`src/rtl/mfrm_pkg.sv`:
```
package mfrm_pkg;

   typedef enum logic [1:0] {
      ST_IDLE = 2'd0,
      ST_SYM_HI = 2'd1,
      ST_SYM_LO = 2'd2,
      ST_BITS = 2'd3
   } mfrm_state_e;

   function automatic int max_int(input int a, input int b);
      return (a > b) ? a : b;
   endfunction

endpackage

```
`src/rtl/mfrm_parity.sv`:
```
module mfrm_parity #(
   parameter int HDR_W  = 5,
   parameter int WORD_W = 32
) (
   input  logic [HDR_W-1:0]  hdr_i,
   input  logic [WORD_W-1:0] data_i,
   output logic [WORD_W-1:0] par_o
);

   initial begin
      assert (HDR_W >= 1 && HDR_W <= WORD_W)
         else $error("mfrm_parity: HDR_W must lie in 1..WORD_W");
   end

   // Check word is all zeros and so adds no ones to any column.
   for (genvar i = 0; i < WORD_W; i++) begin : g_col
      if (i < HDR_W) begin : g_with_hdr
         assign par_o[i] = ~(hdr_i[i] ^ data_i[i]);
      end else begin : g_data_only
         assign par_o[i] = ~data_i[i];
      end
   end

endmodule

```
`src/rtl/mfrm_halfcnt.sv`:
```
module mfrm_halfcnt #(
   parameter int MAX_CYC = 15,
   localparam int CW     = $clog2(MAX_CYC + 1)
) (
   input  logic          clk,
   input  logic          rst_n,
   input  logic          load_i,
   input  logic [CW-1:0] load_val_i,
   output logic          zero_o
);

   logic [CW-1:0] cnt_q;

   initial begin
      assert (MAX_CYC >= 1) else $error("mfrm_halfcnt: MAX_CYC must be at least 1");
   end

   always_ff @(posedge clk or negedge rst_n) begin
      if (!rst_n) begin
         cnt_q <= '0;
      end else if (load_i) begin
         cnt_q <= load_val_i;
      end else if (cnt_q != '0) begin
         cnt_q <= cnt_q - 1'b1;
      end
   end

   assign zero_o = (cnt_q == '0);

   AST_CNT_RANGE: assert property (@(posedge clk) disable iff (!rst_n)
      cnt_q <= CW'(MAX_CYC - 1));

   AST_CNT_STEP: assert property (@(posedge clk) disable iff (!rst_n)
      (!load_i && !zero_o) |=> (cnt_q == $past(cnt_q) - 1'b1));

endmodule

```
`src/rtl/mfrm_shreg.sv`:
```
module mfrm_shreg #(
   parameter int W = 101
) (
   input  logic         clk,
   input  logic         rst_n,
   input  logic         load_i,
   input  logic [W-1:0] load_val_i,
   input  logic         shift_i,
   output logic         head_o,
   output logic         next_o
);

   logic [W-1:0] q;

   initial begin
      assert (W >= 2) else $error("mfrm_shreg: W must be at least 2");
   end

   always_ff @(posedge clk or negedge rst_n) begin
      if (!rst_n) begin
         q <= '0;
      end else if (load_i) begin
         q <= load_val_i;
      end else if (shift_i) begin
         q <= {q[W-2:0], 1'b0};
      end
   end

   assign head_o = q[W-1];
   assign next_o = q[W-2];

   AST_SR_HOLD: assert property (@(posedge clk) disable iff (!rst_n)
      (!load_i && !shift_i) |=> $stable(q));

   AST_SR_SHIFT: assert property (@(posedge clk) disable iff (!rst_n)
      (!load_i && shift_i) |=> (head_o == $past(next_o)));

endmodule

```
`src/rtl/mfrm_tx.sv`:
```
module mfrm_tx #(
   parameter int HDR_W     = 5,
   parameter int WORD_W    = 32,
   parameter int HALF_CYC  = 5,
   parameter int START_CYC = 15
) (
   input  logic              clk,
   input  logic              rst_n,
   input  logic              start_i,
   input  logic [HDR_W-1:0]  hdr_i,
   input  logic [WORD_W-1:0] data_i,
   output logic              tx_o,
   output logic              busy_o,
   output logic              done_o
);
   import mfrm_pkg::*;

   localparam int NBITS = HDR_W + 3 * WORD_W;
   localparam int MAXC  = max_int(HALF_CYC, START_CYC);
   localparam int CW    = $clog2(MAXC + 1);
   localparam int IW    = $clog2(NBITS);
   localparam logic [IW-1:0] LAST_IDX  = IW'(NBITS - 1);
   localparam logic [CW-1:0] HALF_LD   = CW'(HALF_CYC - 1);
   localparam logic [CW-1:0] START_LD  = CW'(START_CYC - 1);

   initial begin
      assert (HALF_CYC >= 1)  else $error("mfrm_tx: HALF_CYC must be at least 1");
      assert (START_CYC >= 1) else $error("mfrm_tx: START_CYC must be at least 1");
      assert (HDR_W >= 1 && HDR_W <= WORD_W)
         else $error("mfrm_tx: HDR_W must lie in 1..WORD_W");
   end

   mfrm_state_e       state_q;
   logic              half_q;
   logic [IW-1:0]     idx_q;
   logic              tx_q, busy_q, done_q;

   logic [WORD_W-1:0] par_w;
   logic [NBITS-1:0]  frame_w;
   logic              accept;
   logic              last_bit;
   logic              cnt_load, cnt_zero;
   logic [CW-1:0]     cnt_val;
   logic              sh_shift, sh_head, sh_next;

   mfrm_parity #(.HDR_W(HDR_W), .WORD_W(WORD_W)) u_par (
      .hdr_i (hdr_i),
      .data_i(data_i),
      .par_o (par_w)
   );

   assign frame_w  = {hdr_i, data_i, {WORD_W{1'b0}}, par_w};
   assign accept   = (state_q == ST_IDLE) && start_i;
   assign last_bit = (idx_q == LAST_IDX);

   always_comb begin
      cnt_load = 1'b0;
      cnt_val  = HALF_LD;
      sh_shift = 1'b0;
      unique case (state_q)
         ST_IDLE: begin
            if (accept) begin
               cnt_load = 1'b1;
               cnt_val  = START_LD;
            end
         end
         ST_SYM_HI: begin
            if (cnt_zero) begin
               cnt_load = 1'b1;
               cnt_val  = START_LD;
            end
         end
         ST_SYM_LO: begin
            if (cnt_zero) cnt_load = 1'b1;
         end
         ST_BITS: begin
            if (cnt_zero && !(half_q && last_bit)) cnt_load = 1'b1;
            if (cnt_zero && half_q && !last_bit)   sh_shift = 1'b1;
         end
         default: ;
      endcase
   end

   mfrm_halfcnt #(.MAX_CYC(MAXC)) u_cnt (
      .clk       (clk),
      .rst_n     (rst_n),
      .load_i    (cnt_load),
      .load_val_i(cnt_val),
      .zero_o    (cnt_zero)
   );

   mfrm_shreg #(.W(NBITS)) u_sr (
      .clk       (clk),
      .rst_n     (rst_n),
      .load_i    (accept),
      .load_val_i(frame_w),
      .shift_i   (sh_shift),
      .head_o    (sh_head),
      .next_o    (sh_next)
   );

   always_ff @(posedge clk or negedge rst_n) begin
      if (!rst_n) begin
         state_q <= ST_IDLE;
         half_q  <= 1'b0;
         idx_q   <= '0;
         tx_q    <= 1'b0;
         busy_q  <= 1'b0;
         done_q  <= 1'b0;
      end else begin
         done_q <= 1'b0;
         unique case (state_q)
            ST_IDLE: begin
               if (accept) begin
                  state_q <= ST_SYM_HI;
                  tx_q    <= 1'b1;
                  busy_q  <= 1'b1;
               end
            end
            ST_SYM_HI: begin
               if (cnt_zero) begin
                  state_q <= ST_SYM_LO;
                  tx_q    <= 1'b0;
               end
            end
            ST_SYM_LO: begin
               if (cnt_zero) begin
                  state_q <= ST_BITS;
                  half_q  <= 1'b0;
                  idx_q   <= '0;
                  tx_q    <= sh_head;
               end
            end
            ST_BITS: begin
               if (cnt_zero) begin
                  if (!half_q) begin
                     half_q <= 1'b1;
                     tx_q   <= ~sh_head;
                  end else if (last_bit) begin
                     state_q <= ST_IDLE;
                     half_q  <= 1'b0;
                     tx_q    <= 1'b0;
                     busy_q  <= 1'b0;
                     done_q  <= 1'b1;
                  end else begin
                     half_q <= 1'b0;
                     idx_q  <= idx_q + 1'b1;
                     tx_q   <= sh_next;
                  end
               end
            end
            default: state_q <= ST_IDLE;
         endcase
      end
   end

   assign tx_o   = tx_q;
   assign busy_o = busy_q;
   assign done_o = done_q;

   AST_START_HIGH: assert property (@(posedge clk) disable iff (!rst_n)
      $rose(busy_o) |-> tx_o);

   AST_MID_TOGGLE: assert property (@(posedge clk) disable iff (!rst_n)
      (state_q == ST_BITS && !half_q && cnt_zero) |=> (tx_o != $past(tx_o)));

   AST_DONE_PULSE: assert property (@(posedge clk) disable iff (!rst_n)
      done_o |=> !done_o);

   AST_DONE_IDLE: assert property (@(posedge clk) disable iff (!rst_n)
      done_o |-> (!busy_o && !tx_o));

   AST_REQ_IGNORED: assert property (@(posedge clk) disable iff (!rst_n)
      (busy_o && start_i && !done_o) |=> busy_o || done_o);

   AST_IDLE_LOW: assert property (@(posedge clk) disable iff (!rst_n)
      !busy_o |-> !tx_o);

endmodule

```
`config.mk`:
```
export PLATFORM = sky130hd
export DESIGN_NAME = mfrm_tx
export DESIGN_NICKNAME = d
export VERILOG_FILES = /design/src/rtl/mfrm_pkg.sv /design/src/rtl/mfrm_parity.sv /design/src/rtl/mfrm_halfcnt.sv /design/src/rtl/mfrm_shreg.sv /design/src/rtl/mfrm_tx.sv
export SDC_FILE = /design/constraint.sdc
export NUM_CORES = 1
export LEC_CHECK = 0
export BUFFER_PORTS_ARGS = -buffer_cell sky130_fd_sc_hd__clkbuf_2
export CAP_MARGIN = 15
export CORE_MARGIN = 1.5
export CORE_UTILIZATION = 60
export CTS_CLUSTER_DIAMETER = 150
export DETAILED_ROUTE_END_ITERATION = 6
export GPL_TIMING_DRIVEN = 1
export PLACE_DENSITY = 0.8
export SLEW_MARGIN = 20
export SYNTH_ARGS = -nofsm -noshare
export SYNTH_HDL_FRONTEND = slang
export SYNTH_SLANG_ARGS = --single-unit
```
`constraint.sdc`:
```
create_clock -name clk -period 2.5 [get_ports clk]
set_clock_uncertainty 0.1 [all_clocks]
set_input_delay 0.125 -clock clk [delete_from_list [all_inputs] [get_ports clk]]
set_output_delay 0.125 -clock clk [all_outputs]
set_load 0.01 [all_outputs]
```
==> metrics.md <==
| Metric | Value |
|---|---|
| Result of the run | `finished, violations left` |
| Violated checks | `DRC` |
| Wire length of the first global-routing pass | `19600 um` |
| Post-synth design cell area | `0.00551 mm^2` |
| Clock tree from TritonCTS | `done` |
| Power share of the combinational group | `27.2%` |
| Sw Ratio | `32.7%` |
| Part of the power in registers | `39.8%` |
| Post-synth EDFFs | `0` |
| Worst hold-check path type | `in -> async` |
| Predominant post-synthesis flop cell | `dfrtp_1` |
| Root buffer selected by CTS | `clkbuf_8` |
| Port-buffer cells | `42` |
| Placed wire-length estimate after detailed placement | `6730 um` |
| Sequential cell area fraction in the yosys report | `53.6%` |
| Gp weighted congestion | `0.868` |
| Number of global-route vias before repair | `4176` |
| Mean cell area of the mapped netlist | `10.4 um^2` |
| Reported net switching power | `2420 uW` |
| Global router's overall resource usage | `25.5%` |
| FILL cells | `504` |
| Row count | `34` |
| Number of setup violations in the final report | `0` |
| Number of max-cap violations | `0` |
| DRC violation count after routing | `8` |
| I/O pin cnt | `43` |
| Area taken by multi-input logic gates | `0.00235 mm^2` |
| Worst path setup slack after routing | `153 ps` |
| Worst Setup End Kind | `register` |
| Fraction of final layout cells with drive strength greater than 1 | `16.2%` |
| Startpoint of the most critical setup path | `u_cnt.cnt_q[1]$_DFFE_PN0P_` |
| Setup total negative slack | `0 ps` |
| Largest net degree at the start of global routing | `49` |
| Netlist cell types | `40` |
| Critical path class | `reg -> reg` |
| Endpoint required time on the critical path | `2790 ps` |
| Syn Inst Count | `528` |
| Register-to-register path setup slack | `150 ps` |
| Slew margin rel. | `67.9%` |
| Number of warnings issued by yosys | `0` |
| Number of levels in the clock H-tree | `4` |
| Final clock period utilization by the worst path | `93.9%` |
| Top library cells by usage in the layout, fill and taps aside | `dfrtp_1, nor2_1, mux2i_1, nand2_1, clkbuf_2` |
| Origin of the critical flop-to-flop path | `u_cnt.cnt_q[1]$_DFFE_PN0P_` |
| Via total after detailed routing | `4196` |
| Clock Power Share | `32.9%` |
| Async set-or-reset flop fraction in the synthesized netlist | `100%` |
| Antenna violations before repair | `0` |
| Aggregate global routing overflow | `0` |
| Inserted Clock Buffers | `17` |
| Die Outline Area | `0.00977 mm^2` |
| Min Tclk post-route | `2350 ps` |
| Internal Power | `4980 uW` |
| Leading cell type in the layout, fill and taps excluded | `dfrtp_1` |
| Clock latency reported for the late side of the worst-skew pair | `520 ps` |
| Overall routed net length | `11700 um` |
| Cell Pwr Density | `1060 mW/mm^2` |
| 1st-iter DRT viols | `256` |
| Length of the first detailed-routing pass in iterations | `6` |
| Sinks on the clock net | `118` |
| Slew Viols, Final | `0` |
| DP Worst Slack | `124 ps` |
| Average wire per standard cell | `15.9 um` |
| Maximum fanout count along the critical path | `19` |
| Syn nets | `576` |
| Layout Area Growth over Synthesis | `26.2%` |
| Setup repair after global routing missed its margin | `no` |
| Leakage power of the design | `0.00304 uW` |
| Kind of launch point of the worst setup path | `register` |
| Post-synthesis sequential element count | `118` |
| Worst voltage drop across the vdd grid | `0.601 mV` |
| Die extent in x | `98.9 um` |
| Starting density of the core | `62.6%` |
| Clock slew at the register clock pins of the worst setup and hold paths | `60 ps` |
| Endpoint of the worst register-to-register path | `u_sr.q[96]$_DFFE_PN0P_` |
| Hold Violations, Final | `0` |
| Die Ht | `98.9 um` |
| Post-route antenna net violation count | `0` |
| Average vias per placed instance | `5.72` |
| Data arrival time at the worst-slack endpoint | `2640 ps` |
| CTS max path bufs | `2` |
| Slew at the pin closest to its max-slew limit | `481 ps` |
| Number of cells on the worst reg-to-reg path | `8` |
| Footprint of the flip-flops and latches | `0.00295 mm^2` |
| Highest clock frequency the design can meet | `0.426 GHz` |
| Placeable core region | `0.00881 mm^2` |
| Layout net count | `659` |
-- cell usage after synthesis (2+ instances only) --
cell type | number | area (um^2)
a21oi_1 | 34 | 170
a311o_1 | 27 | 270
and2_1 | 2 | 12.5
and3_1 | 2 | 12.5
buf_2 | 4 | 20.0
buf_4 | 5 | 37.5
buf_6 | 6 | 67.6
clkbuf_1 | 20 | 75.1
dfrtp_1 | 118 | 2950
ha_1 | 8 | 100
inv_1 | 9 | 33.8
mux2i_1 | 75 | 751
nand2_1 | 52 | 195
nand2b_1 | 2 | 12.5
nand3_1 | 7 | 35.0
nor2_1 | 95 | 357
nor2b_1 | 2 | 12.5
nor3_1 | 2 | 10.0
nor3b_1 | 2 | 15.0
nor4_1 | 2 | 12.5
nor4bb_1 | 2 | 20.0
o21ai_0 | 18 | 90.1
o21ai_1 | 7 | 35.0
o31ai_1 | 3 | 22.5
or3_1 | 3 | 18.8
or4_1 | 2 | 15.0
xnor2_1 | 6 | 52.6
-- worst max-delay path: stages (launching register included) --
cell and delay (ps):
dfrtp_1 380, inv_1 90, ha_2 220, or3b_4 410, a211oi_4 260, buf_12 200, buf_12 190, mux2i_2 250
o21ai_0 100
-- metal layers --
layer | track usage [%] | routed length [um] | up-vias
met5 | 0 | 0 | -
met1 | 33.9 | 5220 | 2052
li1 | - | - | 2021
met3 | 6.45 | 508 | 8
met2 | 40.9 | 5850 | 115
met4 | 9.23 | 101 | 0
-- cell type report --
| cell class | count | share of cell area (%) |
|---|---|---|
| Antenna cell | 1 | 0.0360 |
| Clock buffer | 18 | 6.15 |
| Sequential cell | 118 | 42.4 |
| Tap cell | 108 | 1.94 |
| Timing Repair Buffer | 100 | 12.7 |
| Inverter | 9 | 0.486 |
| Multi-Input combinational cell | 365 | 33.8 |
| Clock inverter | 14 | 2.54 |
-- kinds of logic (layout without fill, tap and decap cells) --
logic type	count (synthesis)	after routing	share of synthesized area (%)
AND/OR/NAND/NOR	178	178	13.7
buffers and inverters	45	141	4.31
XOR/XNOR	7	7	1.11
multiplexers	76	76	13.8
AO/OA/AOI/OAI	96	96	11.7
other	0	1	0
adder cells (fa/ha/maj)	8	8	1.82
flip-flops	118	118	53.6
-- sequential cells by signal, summed over array words and instances (netlist names) --
name	count
u_cnt.cnt_q	4
state_q	2
done_o	1
idx_q	7
busy_o	1
u_sr.q	101
half_q	1
tx_o	1
-- what timing repair did --
item,CTS,global route
setup buffers,0,6
gates resized for setup,0,3
hold endpoints to repair,151,0
hold buffers,38,0
endpoints found under the setup margin,0,44
-- how the worst max path moves through the flow --
stage	endpoint	depth (start not counted)
CTS	u_sr.q[96]$_DFFE_PN0P_	8
finish	u_sr.q[96]$_DFFE_PN0P_	8
detailed placement	u_sr.q[17]$_DFFE_PN0P_	8
global route	u_sr.q[96]$_DFFE_PN0P_	8
global placement	u_sr.q[8]$_DFFE_PN0P_	8
floorplan	u_sr.q[10]$_DFFE_PN0P_	9
-- power by group through the flow --
stage / sequential [uW] / combinational, uW / clock, uW
2_1_floorplan: 2810 / 1460 / 0
3_3_place_gp: 2910 / 1790 / 0
3_5_place_dp: 2950 / 1910 / 0
4_1_cts: 2920 / 1980 / 2470
5_1_grt: 3010 / 2280 / 2560
6_report: 2950 / 2010 / 2440
-- stage by stage --
step | total power [uW] | std cells | utilization [%] | cell area [um^2] | hold WS (ps)
2_1_floorplan | 4270 | 528 | - | 5510 | -271
3_3_place_gp | 4710 | 656 | 67.2 | 5920 | 11.5
3_5_place_dp | 4850 | 656 | 67.2 | 5920 | 16.7
4_1_cts | 7380 | 726 | 78.4 | 6900 | 6.44
5_1_grt | 7850 | 732 | 79.0 | 6960 | 34.2
6_report | 7400 | 733 | 79.0 | 6960 | 3.66
No activity file was read; power rests on OpenSTA's default activity.
